`src/rtl/gpio_mux_pkg.sv`:
```
package gpio_mux_pkg;
   localparam int unsigned REG_AW     = 3;
   localparam logic [REG_AW-1:0] ADR_DATA  = 3'd0;
   localparam logic [REG_AW-1:0] ADR_DIR   = 3'd1;
   localparam logic [REG_AW-1:0] ADR_INPUT = 3'd2;
   localparam logic [REG_AW-1:0] ADR_IEN   = 3'd3;
   localparam logic [REG_AW-1:0] ADR_EDGE  = 3'd4;
   localparam logic [REG_AW-1:0] ADR_FLAG  = 3'd5;

   typedef enum logic [1:0] {
      OWN_GPIO  = 2'd0,
      OWN_SER   = 2'd1,
      OWN_TMR   = 2'd2,
      OWN_PWM   = 2'd3
   } pin_owner_e;
endpackage

```
`src/rtl/gpio_sync.sv`:
```
module gpio_sync #(
   parameter int unsigned WIDTH  = 8,
   parameter int unsigned STAGES = 2
) (
   input  logic             clk,
   input  logic [WIDTH-1:0] async_in,
   output logic [WIDTH-1:0] sync_out
);
   logic [WIDTH-1:0] stage_q [STAGES];

   if (STAGES < 2) begin : g_bad_stages
      $error("gpio_sync: STAGES must be at least 2");
   end

   // Pin levels carry no reset on purpose: they only mirror the pads.
   always_ff @(posedge clk) begin
      stage_q[0] <= async_in;
   end

   for (genvar s = 1; s < STAGES; s++) begin : g_stage
      always_ff @(posedge clk) begin
         stage_q[s] <= stage_q[s-1];
      end
   end

   assign sync_out = stage_q[STAGES-1];
endmodule

```
`src/rtl/gpio_pin_mux.sv`:
```
module gpio_pin_mux
   import gpio_mux_pkg::*;
#(
   parameter int unsigned      WIDTH    = 8,
   parameter logic [WIDTH-1:0] SER_MASK = '0
) (
   input  logic [WIDTH-1:0] gpio_data,
   input  logic [WIDTH-1:0] gpio_dir,
   input  logic [WIDTH-1:0] pwm_en,
   input  logic [WIDTH-1:0] pwm_val,
   input  logic [WIDTH-1:0] tmr_en,
   input  logic [WIDTH-1:0] tmr_val,
   input  logic [WIDTH-1:0] ser_en,
   input  logic [WIDTH-1:0] ser_val,
   output logic [WIDTH-1:0] pad_out,
   output logic [WIDTH-1:0] pad_oe
);
   for (genvar i = 0; i < WIDTH; i++) begin : g_pin
      pin_owner_e owner;

      if (SER_MASK[i]) begin : g_with_ser
         always_comb begin
            if (pwm_en[i])       owner = OWN_PWM;
            else if (tmr_en[i])  owner = OWN_TMR;
            else if (ser_en[i])  owner = OWN_SER;
            else                 owner = OWN_GPIO;
         end
      end else begin : g_no_ser
         always_comb begin
            if (pwm_en[i])       owner = OWN_PWM;
            else if (tmr_en[i])  owner = OWN_TMR;
            else                 owner = OWN_GPIO;
         end
      end

      always_comb begin
         unique case (owner)
            OWN_PWM: begin pad_out[i] = pwm_val[i]; pad_oe[i] = 1'b1; end
            OWN_TMR: begin pad_out[i] = tmr_val[i]; pad_oe[i] = 1'b1; end
            OWN_SER: begin pad_out[i] = ser_val[i]; pad_oe[i] = 1'b1; end
            default: begin pad_out[i] = gpio_data[i]; pad_oe[i] = gpio_dir[i]; end
         endcase
      end
   end
endmodule

```
`src/rtl/gpio_edge_irq.sv`:
```
module gpio_edge_irq #(
   parameter int unsigned WIDTH = 8
) (
   input  logic             clk,
   input  logic             rst_n,
   input  logic [WIDTH-1:0] pin_sync,
   input  logic [WIDTH-1:0] rise_sel,
   input  logic [WIDTH-1:0] enable,
   input  logic [WIDTH-1:0] clr_mask,
   output logic [WIDTH-1:0] flags,
   output logic             irq
);
   logic [WIDTH-1:0] prev_q;
   logic [WIDTH-1:0] hit;
   logic [WIDTH-1:0] flag_q;

   always_ff @(posedge clk) begin
      prev_q <= pin_sync;
   end

   assign hit = ((pin_sync & ~prev_q & rise_sel) |
                 (~pin_sync & prev_q & ~rise_sel)) & enable;

   // A new edge wins over a clear landing in the same cycle.
   always_ff @(posedge clk or negedge rst_n) begin
      if (!rst_n) flag_q <= '0;
      else        flag_q <= (flag_q & ~clr_mask) | hit;
   end

   assign flags = flag_q;
   assign irq   = |(flag_q & enable);
endmodule

```
`src/rtl/gpio_mux_port.sv`:
```
module gpio_mux_port
   import gpio_mux_pkg::*;
#(
   parameter int unsigned       N_PINS      = 8,
   parameter int unsigned       ADDR_W      = 3,
   parameter int unsigned       SYNC_STAGES = 2,
   parameter logic [N_PINS-1:0] SER_MASK    = 8'hC0
) (
   input  logic              clk,
   input  logic              rst_n,
   input  logic [ADDR_W-1:0] bus_addr,
   input  logic [N_PINS-1:0] bus_wdata,
   input  logic              bus_we,
   output logic [N_PINS-1:0] bus_rdata,
   input  logic [N_PINS-1:0] pin_in,
   input  logic [N_PINS-1:0] pwm_en,
   input  logic [N_PINS-1:0] pwm_val,
   input  logic [N_PINS-1:0] tmr_en,
   input  logic [N_PINS-1:0] tmr_val,
   input  logic [N_PINS-1:0] ser_en,
   input  logic [N_PINS-1:0] ser_val,
   output logic [N_PINS-1:0] pad_out,
   output logic [N_PINS-1:0] pad_oe,
   output logic              irq
);
   localparam int unsigned HI_W = (ADDR_W > REG_AW) ? ADDR_W - REG_AW : 1;

   if (N_PINS < 1 || N_PINS > 32) begin : g_bad_pins
      $error("gpio_mux_port: N_PINS must be 1..32");
   end
   if (ADDR_W < REG_AW) begin : g_bad_addr
      $error("gpio_mux_port: ADDR_W too small for register map");
   end

   logic [REG_AW-1:0] reg_sel;
   logic              addr_hit;

   assign reg_sel = bus_addr[REG_AW-1:0];
   if (ADDR_W > REG_AW) begin : g_hi_addr
      logic [HI_W-1:0] hi_bits;
      assign hi_bits  = bus_addr[ADDR_W-1:REG_AW];
      assign addr_hit = (hi_bits == '0);
   end else begin : g_no_hi_addr
      assign addr_hit = 1'b1;
   end

   logic [N_PINS-1:0] data_q, dir_q, ien_q, edge_q;
   logic [N_PINS-1:0] pin_sync, flag_q, clr_mask;
   logic              wr_hit;

   assign wr_hit = bus_we && addr_hit;

   always_ff @(posedge clk or negedge rst_n) begin
      if (!rst_n) begin
         data_q <= '0;
         dir_q  <= '0;
         ien_q  <= '0;
         edge_q <= '0;
      end else if (wr_hit) begin
         unique case (reg_sel)
            ADR_DATA: data_q <= bus_wdata;
            ADR_DIR:  dir_q  <= bus_wdata;
            ADR_IEN:  ien_q  <= bus_wdata;
            ADR_EDGE: edge_q <= bus_wdata;
            default:  ;
         endcase
      end
   end

   assign clr_mask = (wr_hit && reg_sel == ADR_FLAG) ? bus_wdata : '0;

   gpio_sync #(.WIDTH(N_PINS), .STAGES(SYNC_STAGES)) u_sync (
      .clk      (clk),
      .async_in (pin_in),
      .sync_out (pin_sync)
   );

   gpio_pin_mux #(.WIDTH(N_PINS), .SER_MASK(SER_MASK)) u_mux (
      .gpio_data (data_q),
      .gpio_dir  (dir_q),
      .pwm_en    (pwm_en),
      .pwm_val   (pwm_val),
      .tmr_en    (tmr_en),
      .tmr_val   (tmr_val),
      .ser_en    (ser_en),
      .ser_val   (ser_val),
      .pad_out   (pad_out),
      .pad_oe    (pad_oe)
   );

   gpio_edge_irq #(.WIDTH(N_PINS)) u_irq (
      .clk      (clk),
      .rst_n    (rst_n),
      .pin_sync (pin_sync),
      .rise_sel (edge_q),
      .enable   (ien_q),
      .clr_mask (clr_mask),
      .flags    (flag_q),
      .irq      (irq)
   );

   always_comb begin
      bus_rdata = '0;
      if (addr_hit) begin
         unique case (reg_sel)
            ADR_DATA:  bus_rdata = (data_q & dir_q) | (pin_sync & ~dir_q);
            ADR_DIR:   bus_rdata = dir_q;
            ADR_INPUT: bus_rdata = pin_sync;
            ADR_IEN:   bus_rdata = ien_q;
            ADR_EDGE:  bus_rdata = edge_q;
            ADR_FLAG:  bus_rdata = flag_q;
            default:   bus_rdata = '0;
         endcase
      end
   end
endmodule

```
`config.mk`:
```
export PLATFORM = sky130hd
export DESIGN_NAME = gpio_mux_port
export DESIGN_NICKNAME = d
export VERILOG_FILES = /design/src/rtl/gpio_mux_pkg.sv /design/src/rtl/gpio_sync.sv /design/src/rtl/gpio_pin_mux.sv /design/src/rtl/gpio_edge_irq.sv /design/src/rtl/gpio_mux_port.sv
export SDC_FILE = /design/constraint.sdc
export NUM_CORES = 1
export LEC_CHECK = 0
export ABC_AREA = 1
export BUFFER_PORTS_ARGS = -buffer_cell sky130_fd_sc_hd__buf_2
export CAP_MARGIN = 25
export CELL_PAD_IN_SITES_DETAIL_PLACEMENT = 1
export CELL_PAD_IN_SITES_GLOBAL_PLACEMENT = 1
export CORE_MARGIN = 2
export CORE_UTILIZATION = 36
export DETAILED_ROUTE_END_ITERATION = 6
export MAX_ROUTING_LAYER = met4
export PLACE_DENSITY_LB_ADDON = 0.2
export SETUP_SLACK_MARGIN = 0.02
export SYNTH_ARGS = -nofsm -noshare
export SYNTH_HDL_FRONTEND = slang
export SYNTH_SLANG_ARGS = --single-unit
```
`constraint.sdc`:
```
create_clock -name clk -period 1.25 [get_ports clk]
set_input_delay 0.125 -clock clk [delete_from_list [all_inputs] [get_ports clk]]
set_output_delay 0.125 -clock clk [all_outputs]
set_load 0.005 [all_outputs]
```
==> impl_metrics.env, run 1 <==
export IMPL_status="finished, violations left"
export IMPL_violations="negative setup slack"
export IMPL_clkLatencyLatePin_ns=0.35
export IMPL_ys_seq_area_share_pct=45.2
export IMPL_vias=3528
export IMPL_synth_most_common_cell="nand2_1"
export IMPL_seqPwrFrac_pct=44.6
export IMPL_postLayoutCellArea_um2=4480
export IMPL_tightest_slew_ns=0.428
export IMPL_synth_edf_count=0
export IMPL_synth_seq_cells=64
export IMPL_rsz0062_at_grt="true"
export IMPL_peakVddDrop_mv=0.768
export IMPL_fin_nets=657
export IMPL_wire_per_inst_um=15.7
export IMPL_place_congestion=0.911
export IMPL_die_area_um2=9880
export IMPL_cts_buffers=9
export IMPL_p_leak_nw=2.34
export IMPL_layout_setup_ws_ns=-0.232
export IMPL_clockBufferDepth=2
export IMPL_synth_main_ff_cell="dfrtp_1"
export IMPL_root_buffer="clkbuf_8"
export IMPL_power_mw=5.99
export IMPL_synthCells=452
export IMPL_drt_iter0_drc=128
export IMPL_cp_end_kind="output port"
export IMPL_crit_arrival_ns=1.36
export IMPL_async_reset_ff_share_pct=62.5
export IMPL_overflow=0
export IMPL_core_area_um2=8760
export IMPL_critical_path_class="flip-flop to output port"
export IMPL_slew_headroom_pct=71.5
export IMPL_wl_um=11000
export IMPL_drtAntennaViolNets=0
export IMPL_grt_pass1_wl_um=18000
export IMPL_drive_gt1_share_pct=30.7
export IMPL_internal_power_mw=4.08
export IMPL_cts_clk_slew_worst_paths_ns=0.07
export IMPL_slowest_delay_ns=0.42
export IMPL_yosys_warnings=0
export IMPL_synth_area_per_cell_um2=7.25
export IMPL_clock_sinks=64
export IMPL_p_comb_share_pct=25.2
export IMPL_drcViolationCount=0
export IMPL_hold_violations=0
export IMPL_clkPwrFrac_pct=30.3
export IMPL_post_route_min_period_ns=1.48
export IMPL_slew_violations=0
export IMPL_track_usage_pct=24.0
export IMPL_viasPerCell=5.04
export IMPL_fin_worst_skew_ns=0.00577
export IMPL_synth_top_cell_area_share_pct=30.6
export IMPL_power_density_nw_per_um2=1340
export IMPL_die_w_um=99.4
export IMPL_rows=34
export IMPL_fmax_ghz=0.675
export IMPL_min_delay_path_class="primary input to flip-flop"
export IMPL_antenna_cells=0
export IMPL_syn_area_um2=3280
export IMPL_grt_pass1_vias=3699
export IMPL_cp_max_fo=4
export IMPL_power_share_switching_pct=31.9
export IMPL_cts_tree="built"
export IMPL_finalCritPeriodShare_pct=119
export IMPL_finalSetupViolCount=9
export IMPL_p_switching_mw=1.91
export IMPL_dp_hpwl_um=7840
export IMPL_slowest_stage="dfrtp_1"
export IMPL_antenna_found_initial=0
export IMPL_fp_dieH_um=99.4
export IMPL_first_pass_iters=4
export IMPL_synth_net_count=522
export IMPL_synthToLayoutAreaGrowth_pct=36.7
export IMPL_cp_start_kind="flip-flop"
export IMPL_num_io_pins=95
export IMPL_ys_top_cells_by_count="nand2_1 (197), nand3_1 (41), dfrtp_1 (40)"
export IMPL_postPlaceCellArea_um2=3960
export IMPL_ys_types=23
export IMPL_yosysTopAreaCell="dfrtp_1"
export IMPL_initial_core_util_pct=37.4
export IMPL_port_buffers=82
export IMPL_worstPathCellList="nand2_1, nand4_1, or2_4, buf_6"
export IMPL_htree_levels=3
export IMPL_grt_max_degree=26
export IMPL_maxCapViolCount=0
export IMPL_ys_top_cells_by_area="dfrtp_1 (31%), nand2_1 (23%), dfxtp_1 (15%), nand3_1 (6.3%), nand4_1 (5.0%)"
export IMPL_cp_required_ns=1.12
[power by group through the flow]
| stage | sequential, mW | clock (mW) | combinational, mW |
|---|---|---|---|
| final | 2.67 | 1.81 | 1.51 |
| after global routing | 2.71 | 1.95 | 1.70 |
| after global placement | 2.69 | 0 | 1.13 |
| after detailed placement | 2.70 | 0 | 1.18 |
| after CTS | 2.65 | 1.85 | 1.42 |
| after floorplan | 2.61 | 0 | 0.686 |
[through the flow]
stage / worst slack [ns] / cells / util (%) / setup TNS (ns) / hold WS, ns
after detailed placement: -0.00847 / 655 / 45.2 / -0.00847 / 0.0946
final: -0.232 / 700 / 51.1 / -1.31 / 0.0633
after global routing: -0.281 / 700 / 51.1 / -2.23 / 0.0635
after floorplan: 0.226 / 452 / - / 0 / -0.171
after CTS: -0.219 / 695 / 50.3 / -1.37 / 0.0538
after global placement: 0.0292 / 655 / 45.2 / 0 / 0.0850
[critical path, delay by kind of cell (launching register included)]
| family | cells | cell delay [ns] |
|---|---|---|
| buf+inv | 1 | 0.12 |
| flops | 1 | 0.42 |
| simple gates | 3 | 0.47 |
[final timing paths]
| path | slack, ns | from | to | cells past startpoint |
|---|---|---|---|---|
| setup reg to reg | 0.26 | edge_q[0] | u_irq.flags[0] | 6 |
| max in group asynchronous | 0.51 | rst_n | u_irq.flags[3] | 3 |
| setup / recovery | -0.23 | ien_q[3] | irq | 4 |
| hold reg to reg | 0.33 | u_sync.stage_q[0][4] | u_sync.stage_q[0][12] | 0 |
| min in group asynchronous | 0.25 | rst_n | data_q[4] | 2 |
| hold / removal | 0.06 | bus_wdata[6] | ien_q[6] | 3 |
[flip-flops by register name, indices dropped and copies added (netlist names)]
| name | count |
|---|---|
| u_sync.stage_q | 16 |
| data_q | 8 |
| dir_q | 8 |
| edge_q | 8 |
| ien_q | 8 |
| u_irq.flags | 8 |
| u_irq.prev_q | 8 |
[layout make-up]
class	instances	area, um2
clock inverters	4	53.8
flip-flops and latches	64	1490
multi-input cells	346	1610
well taps	108	135
clock buffers	12	145
fillers	1128	4280
inverters	28	110
repair buffers	138	936
[timing repair]
item,in CTS,in global routing
gates resized for setup,21,14
hold buffers,9,0
pin swaps,28,14
hold endpoints to repair,23,0
setup endpoints to repair,9,14
setup buffers,15,6
[cells in the final DEF (no fill, tap or decap), drive strengths merged]
master	netlist	layout
nand3	43	43
nand3b	6	6
bufinv	0	1
inv	27	27
clkbuf	2	12
buf	12	129
or2	1	1
dfxtp	24	24
dfrtp	40	40
nand2	198	198
clkinvlp	0	2
dlygate4sd3	0	9
o21ai	32	32
nand4	26	26
nor2	40	40
clkinv	1	2
[cells by family after synthesis]
kind of cell	count (synthesis)	share of synthesized area, %
and+or+nand+nor	314	43.2
buffers and inverters	42	6.72
DFF	64	45.2
AOI/OAI and AO/OA	32	4.89
[metal layers]
layer,part of all wire [%],up-vias,GRT usage (%)
li1,-,1728,-
met1,41,1697,27.0
met2,53,86,42.9
met3,4.4,17,5.20
met4,1.8,0,6.74
met5,0,-,-
Power figures use the tool's default switching activity.
==> run 2, diff against run 1 <==
Settings changed: CORE_ASPECT_RATIO from default to 1.4.
==> impl_metrics.env, run 2 (synthesis gave the netlist of run 1 again) <==
export IMPL_rsz0062_at_grt="true"
export IMPL_cts_tree="built"
export IMPL_fin_util_pct=51.8
export IMPL_track_usage_pct=24.5
export IMPL_synthToLayoutAreaGrowth_pct=41.1
export IMPL_tightest_slew_ns=0.440
export IMPL_grt_pass1_wl_um=18100
export IMPL_viasPerCell=5.17
export IMPL_clockBufferDepth=2
export IMPL_top_register="u_sync.stage_q"
export IMPL_maxCapViolCount=0
export IMPL_cts_buffers=9
export IMPL_cts_clk_slew_worst_paths_ns=0.05
export IMPL_cp_max_fo=2
export IMPL_dp_hpwl_um=7990
export IMPL_min_delay_path_class="primary input to flip-flop"
export IMPL_core_area_um2=8930
export IMPL_root_buffer="clkbuf_16"
export IMPL_fp_dieH_um=117
export IMPL_die_area_um2=9890
export IMPL_grt_max_degree=20
export IMPL_drcViolationCount=0
export IMPL_cp_end_kind="output port"
export IMPL_clkLatencyLatePin_ns=0.34
export IMPL_num_io_pins=95
export IMPL_postPlaceCellArea_um2=3980
export IMPL_grt_pass1_vias=3747
export IMPL_wire_per_inst_um=16.2
export IMPL_power_density_nw_per_um2=1440
export IMPL_status="finished, violations left"
export IMPL_postLayoutCellArea_um2=4620
export IMPL_layout_setup_ws_ns=-0.189
export IMPL_final_cell_mix="nand2_1 (185), buf_2 (80), buf_4 (48)"
export IMPL_post_place_ws_ns=-0.0377
export IMPL_drtAntennaViolNets=0
export IMPL_drt_iter0_drc=171
export IMPL_wl_um=11500
export IMPL_final_common_cell="nand2_1"
export IMPL_port_buffers=82
export IMPL_overflow=0
export IMPL_fin_worst_skew_ns=0.00605
export IMPL_seqCellArea_um2=1480
export IMPL_slew_headroom_pct=70.6
export IMPL_cp_required_ns=1.12
export IMPL_slew_violations=0
export IMPL_die_w_um=84.6
export IMPL_cp_start_kind="flip-flop"
export IMPL_vias=3664
export IMPL_largest_reg_flops=16
export IMPL_peakVddDrop_mv=1.08
export IMPL_initial_core_util_pct=36.7
export IMPL_critical_path_class="flip-flop to output port"
export IMPL_violations="negative setup slack"
export IMPL_antenna_cells=0
export IMPL_finalSetupViolCount=9
export IMPL_hold_violations=0
export IMPL_fmax_ghz=0.695
export IMPL_htree_levels=3
export IMPL_crit_arrival_ns=1.31
export IMPL_first_pass_iters=4
export IMPL_finalCritPeriodShare_pct=115
export IMPL_clock_sinks=64
export IMPL_multiInputGateArea_um2=1620
export IMPL_power_mw=6.66
export IMPL_fin_nets=667
export IMPL_fill_cells=1157
export IMPL_drive_gt1_share_pct=32.2
export IMPL_rows=41
export IMPL_place_congestion=0.926
export IMPL_antenna_found_initial=0
export IMPL_post_route_min_period_ns=1.44
export IMPL_p_leak_nw=2.43
-- run 2: cell types whose count changed in the layout (fill, tap and decap cells not counted), moves of 7 or more --
cell and delta:
nand2_1 -7, nand2_2 +7, buf_4 +12, clkbuf_8 -7, clkbuf_16 +9
-- run 2: layout make-up --
cell class	count	area share, %
multi-input combinational	346	35.0
sequential	64	32.1
timing repair buffer	148	21.5
clock buffer	13	5.85
tap	107	2.90
inverter	28	2.38
clock inverter	3	0.325
-- run 2: path summary, 6_finish.rpt --
path | depth (start not counted) | end | startpoint | slack [ns]
hold reg to reg | 0 | u_sync.stage_q[0][9] | u_sync.stage_q[0][1] | 0.32
min in group asynchronous | 2 | u_irq.flags[3] | rst_n | 0.26
setup / recovery | 6 | bus_rdata[5] | ien_q[5] | -0.19
setup reg to reg | 6 | u_irq.flags[3] | edge_q[3] | 0.22
max in group asynchronous | 3 | edge_q[2] | rst_n | 0.52
hold / removal | 3 | edge_q[0] | bus_wdata[0] | 0.06
-- run 2: critical path, stage by stage (launching register included) --
cell,delay [ns]
dfrtp_1,0.40
buf_6,0.13
nand4_1,0.07
nand2_1,0.05
nor2_1,0.11
nand2_1,0.08
buf_2,0.13
-- run 2: timing repair --
action,CTS,global route
setup buffers,14,10
hold buffers,9,0
setup endpoints to repair,9,12
pin swaps,29,21
endpoints found under the hold margin,22,0
resized for setup,17,19
-- run 2: routing by layer --
| metal | vias to the layer above | global-route usage [%] | share of wire, % |
|---|---|---|---|
| met5 | - | - | 0 |
| met2 | 99 | 43.4 | 53 |
| met1 | 1785 | 27.5 | 40 |
| met4 | 0 | 9.84 | 2.3 |
| li1 | 1758 | - | - |
| met3 | 22 | 4.28 | 4.7 |
-- run 2: report_power, final --
part | total (mW) | internal [mW] | switching [mW] | leakage [nW]
registers | 2.67 | 2.39 | 0.284 | 0.684
logic | 1.58 | 0.774 | 0.808 | 1.60
clock network | 2.41 | 1.49 | 0.915 | 0.145
total | 6.66 | 4.65 | 2.01 | 2.43
-- run 2: stage by stage --
step	hold slack (ns)	setup TNS, ns	instances
2_1_floorplan	-0.171	0	452
3_3_place_gp	0.0869	0	660
4_1_cts	0.0595	-1.32	699
3_5_place_dp	0.0898	-0.157	660
5_1_grt	0.0798	-1.97	709
6_report	0.0622	-1.26	709
==> run 3, diff against run 2 <==
Settings changed: CORE_UTILIZATION 36 to 38, CTS_BUF_LIST from default to sky130_fd_sc_hd__clkbuf_4 sky130_fd_sc_hd__clkbuf_8, PLACE_DENSITY from default to 0.8, PLACE_DENSITY_LB_ADDON 0.2 to default.
==> impl_metrics.env, run 3 (synthesis gave the netlist of run 1 again) <==
export IMPL_p_switching_mw=1.91
export IMPL_postLayoutCellArea_um2=4550
export IMPL_rows=40
export IMPL_clkLatencyLatePin_ns=0.35
export IMPL_p_leak_nw=2.38
export IMPL_postPlaceCellArea_um2=3990
export IMPL_wl_um=11600
export IMPL_drtAntennaViolNets=0
export IMPL_fin_worst_skew_ns=0.00833
export IMPL_power_density_nw_per_um2=1360
export IMPL_cp_end_kind="output port"
export IMPL_violations="negative setup slack"
export IMPL_overflow=0
export IMPL_viasPerCell=5.20
export IMPL_antenna_found_initial=1
export IMPL_cts_clk_slew_worst_paths_ns=0.07
export IMPL_rrSetupSlack_ns=0.19
export IMPL_drive_gt1_share_pct=31.0
export IMPL_track_usage_pct=27.6
export IMPL_vias=3657
export IMPL_die_w_um=82.5
export IMPL_num_io_pins=95
export IMPL_hold_violations=0
export IMPL_cts_buffers=9
export IMPL_post_place_cells=656
export IMPL_hold_start="bus_wdata[2]"
export IMPL_tightest_slew_ns=0.369
export IMPL_crit_arrival_ns=1.32
export IMPL_wire_per_inst_um=16.5
export IMPL_critical_path_class="flip-flop to output port"
export IMPL_drcViolationCount=0
export IMPL_clock_sinks=64
export IMPL_final_cell_mix="nand2_1 (193), buf_2 (80), nand3_1 (40), dfrtp_1 (40), buf_4 (38)"
export IMPL_peakVddDrop_mv=0.868
export IMPL_top_register="u_sync.stage_q"
export IMPL_grt_pass1_vias=3982
export IMPL_place_congestion=0.892
export IMPL_cts_tree="built"
export IMPL_core_area_um2=8460
export IMPL_hold_path_end="ien_q[2]"
export IMPL_power_share_switching_pct=30.9
export IMPL_grt_max_degree=41
export IMPL_die_area_um2=9390
export IMPL_largest_reg_flops=16
export IMPL_cp_required_ns=1.12
export IMPL_fin_nets=662
export IMPL_fmax_ghz=0.690
export IMPL_finalSetupViolCount=10
export IMPL_fp_dieH_um=114
export IMPL_grt_pass1_wl_um=18900
export IMPL_initial_core_util_pct=38.7
export IMPL_hold_depth=3
export IMPL_cp_max_fo=3
export IMPL_finalCritPeriodShare_pct=116
export IMPL_slew_violations=0
export IMPL_p_comb_share_pct=25.8
export IMPL_synthToLayoutAreaGrowth_pct=38.8
export IMPL_root_buffer="clkbuf_8"
export IMPL_slew_headroom_pct=75.3
export IMPL_layout_setup_ws_ns=-0.199
export IMPL_first_pass_iters=4
export IMPL_internal_power_mw=4.28
export IMPL_seqPwrFrac_pct=43.0
export IMPL_cp_start_kind="flip-flop"
export IMPL_status="finished, violations left"
export IMPL_dp_hpwl_um=8010
export IMPL_worstReg2RegStart="edge_q[3]"
export IMPL_min_delay_path_class="primary input to flip-flop"
export IMPL_drt_iter0_drc=187
export IMPL_post_route_min_period_ns=1.45
export IMPL_maxCapViolCount=0
export IMPL_clockBufferDepth=2
export IMPL_r2r_cells=6
export IMPL_rsz0062_at_grt="true"
export IMPL_clkPwrFrac_pct=31.1
export IMPL_port_buffers=82
export IMPL_worst_hold_slack_ns=0.0655
export IMPL_r2r_end="u_irq.flags[3]"
export IMPL_final_common_cell="nand2_1"
export IMPL_htree_levels=3
export IMPL_instances_no_fill=703
run 3: cell types whose count changed in the layout (fill, tap and decap cells not counted), moves of 2 or more:
cell,previous run,this run
buf_6,9,12
clkbuf_8,3,12
buf_4,48,38
clkinv_2,3,0
clkbuf_16,9,0
nand2_1,185,193
nor2_1,30,28
nand2_2,13,5
clkbuf_4,0,2
buf_12,2,4
run 3: worst max-delay path, cell delays in order (launching register included):
cell     delay [ns]
dfrtp_1        0.41
nand2_1        0.08
nand4_1        0.11
or2_4          0.27
buf_6          0.11
run 3: routing by layer:
metal / track usage, % / wire length [um]
met1: 30.5 / 4430
met2: 47.4 / 6210
met3: 5.06 / 558
met4: 12.0 / 370
met5: - / 0
run 3: worst max-delay path by stage:
stage,depth (start not counted),to,from
after detailed placement,8,data_q[1],bus_addr[0]
after floorplan,9,bus_rdata[6],bus_addr[2]
after CTS,4,irq,ien_q[3]
after global routing,8,bus_rdata[6],dir_q[6]
after global placement,8,data_q[7],bus_addr[0]
final,4,irq,ien_q[4]
run 3: power by group through the flow:
stage	Combinational [mW]	Sequential [mW]	Clock (mW)
2_1_floorplan	0.686	2.61	0
3_3_place_gp	1.14	2.68	0
3_5_place_dp	1.20	2.69	0
4_1_cts	1.48	2.66	1.96
5_1_grt	1.79	2.71	2.05
6_report	1.60	2.67	1.93
run 3: repair_timing:
item | in CTS | in global routing
gates resized for setup | 21 | 15
buffers inserted | 14 | 9
hold endpoints to repair | 48 | 0
setup endpoints to repair | 9 | 14
hold buffers | 9 | 0
pin swaps | 25 | 17
run 3: final cells by class:
class,count,area (um2)
diodes,1,2.50
clock buffers,14,180
clock inverters,2,37.5
fillers,1103,3910
inverters,28,110
multi-input cells,346,1610
flip-flops and latches,64,1480
well taps,105,131
repair buffers,143,991
run 3: per-stage QoR:
stage	TNS, ns	util [%]	setup WS [ns]	power (mW)
after floorplan	0	-	0.226	3.29
after global placement	-0.00324	47.2	-0.00225	3.82
after detailed placement	-0.683	47.2	-0.0743	3.90
after CTS	-1.57	52.6	-0.220	6.09
after global routing	-2.51	53.8	-0.290	6.55
final	-1.52	53.8	-0.199	6.20
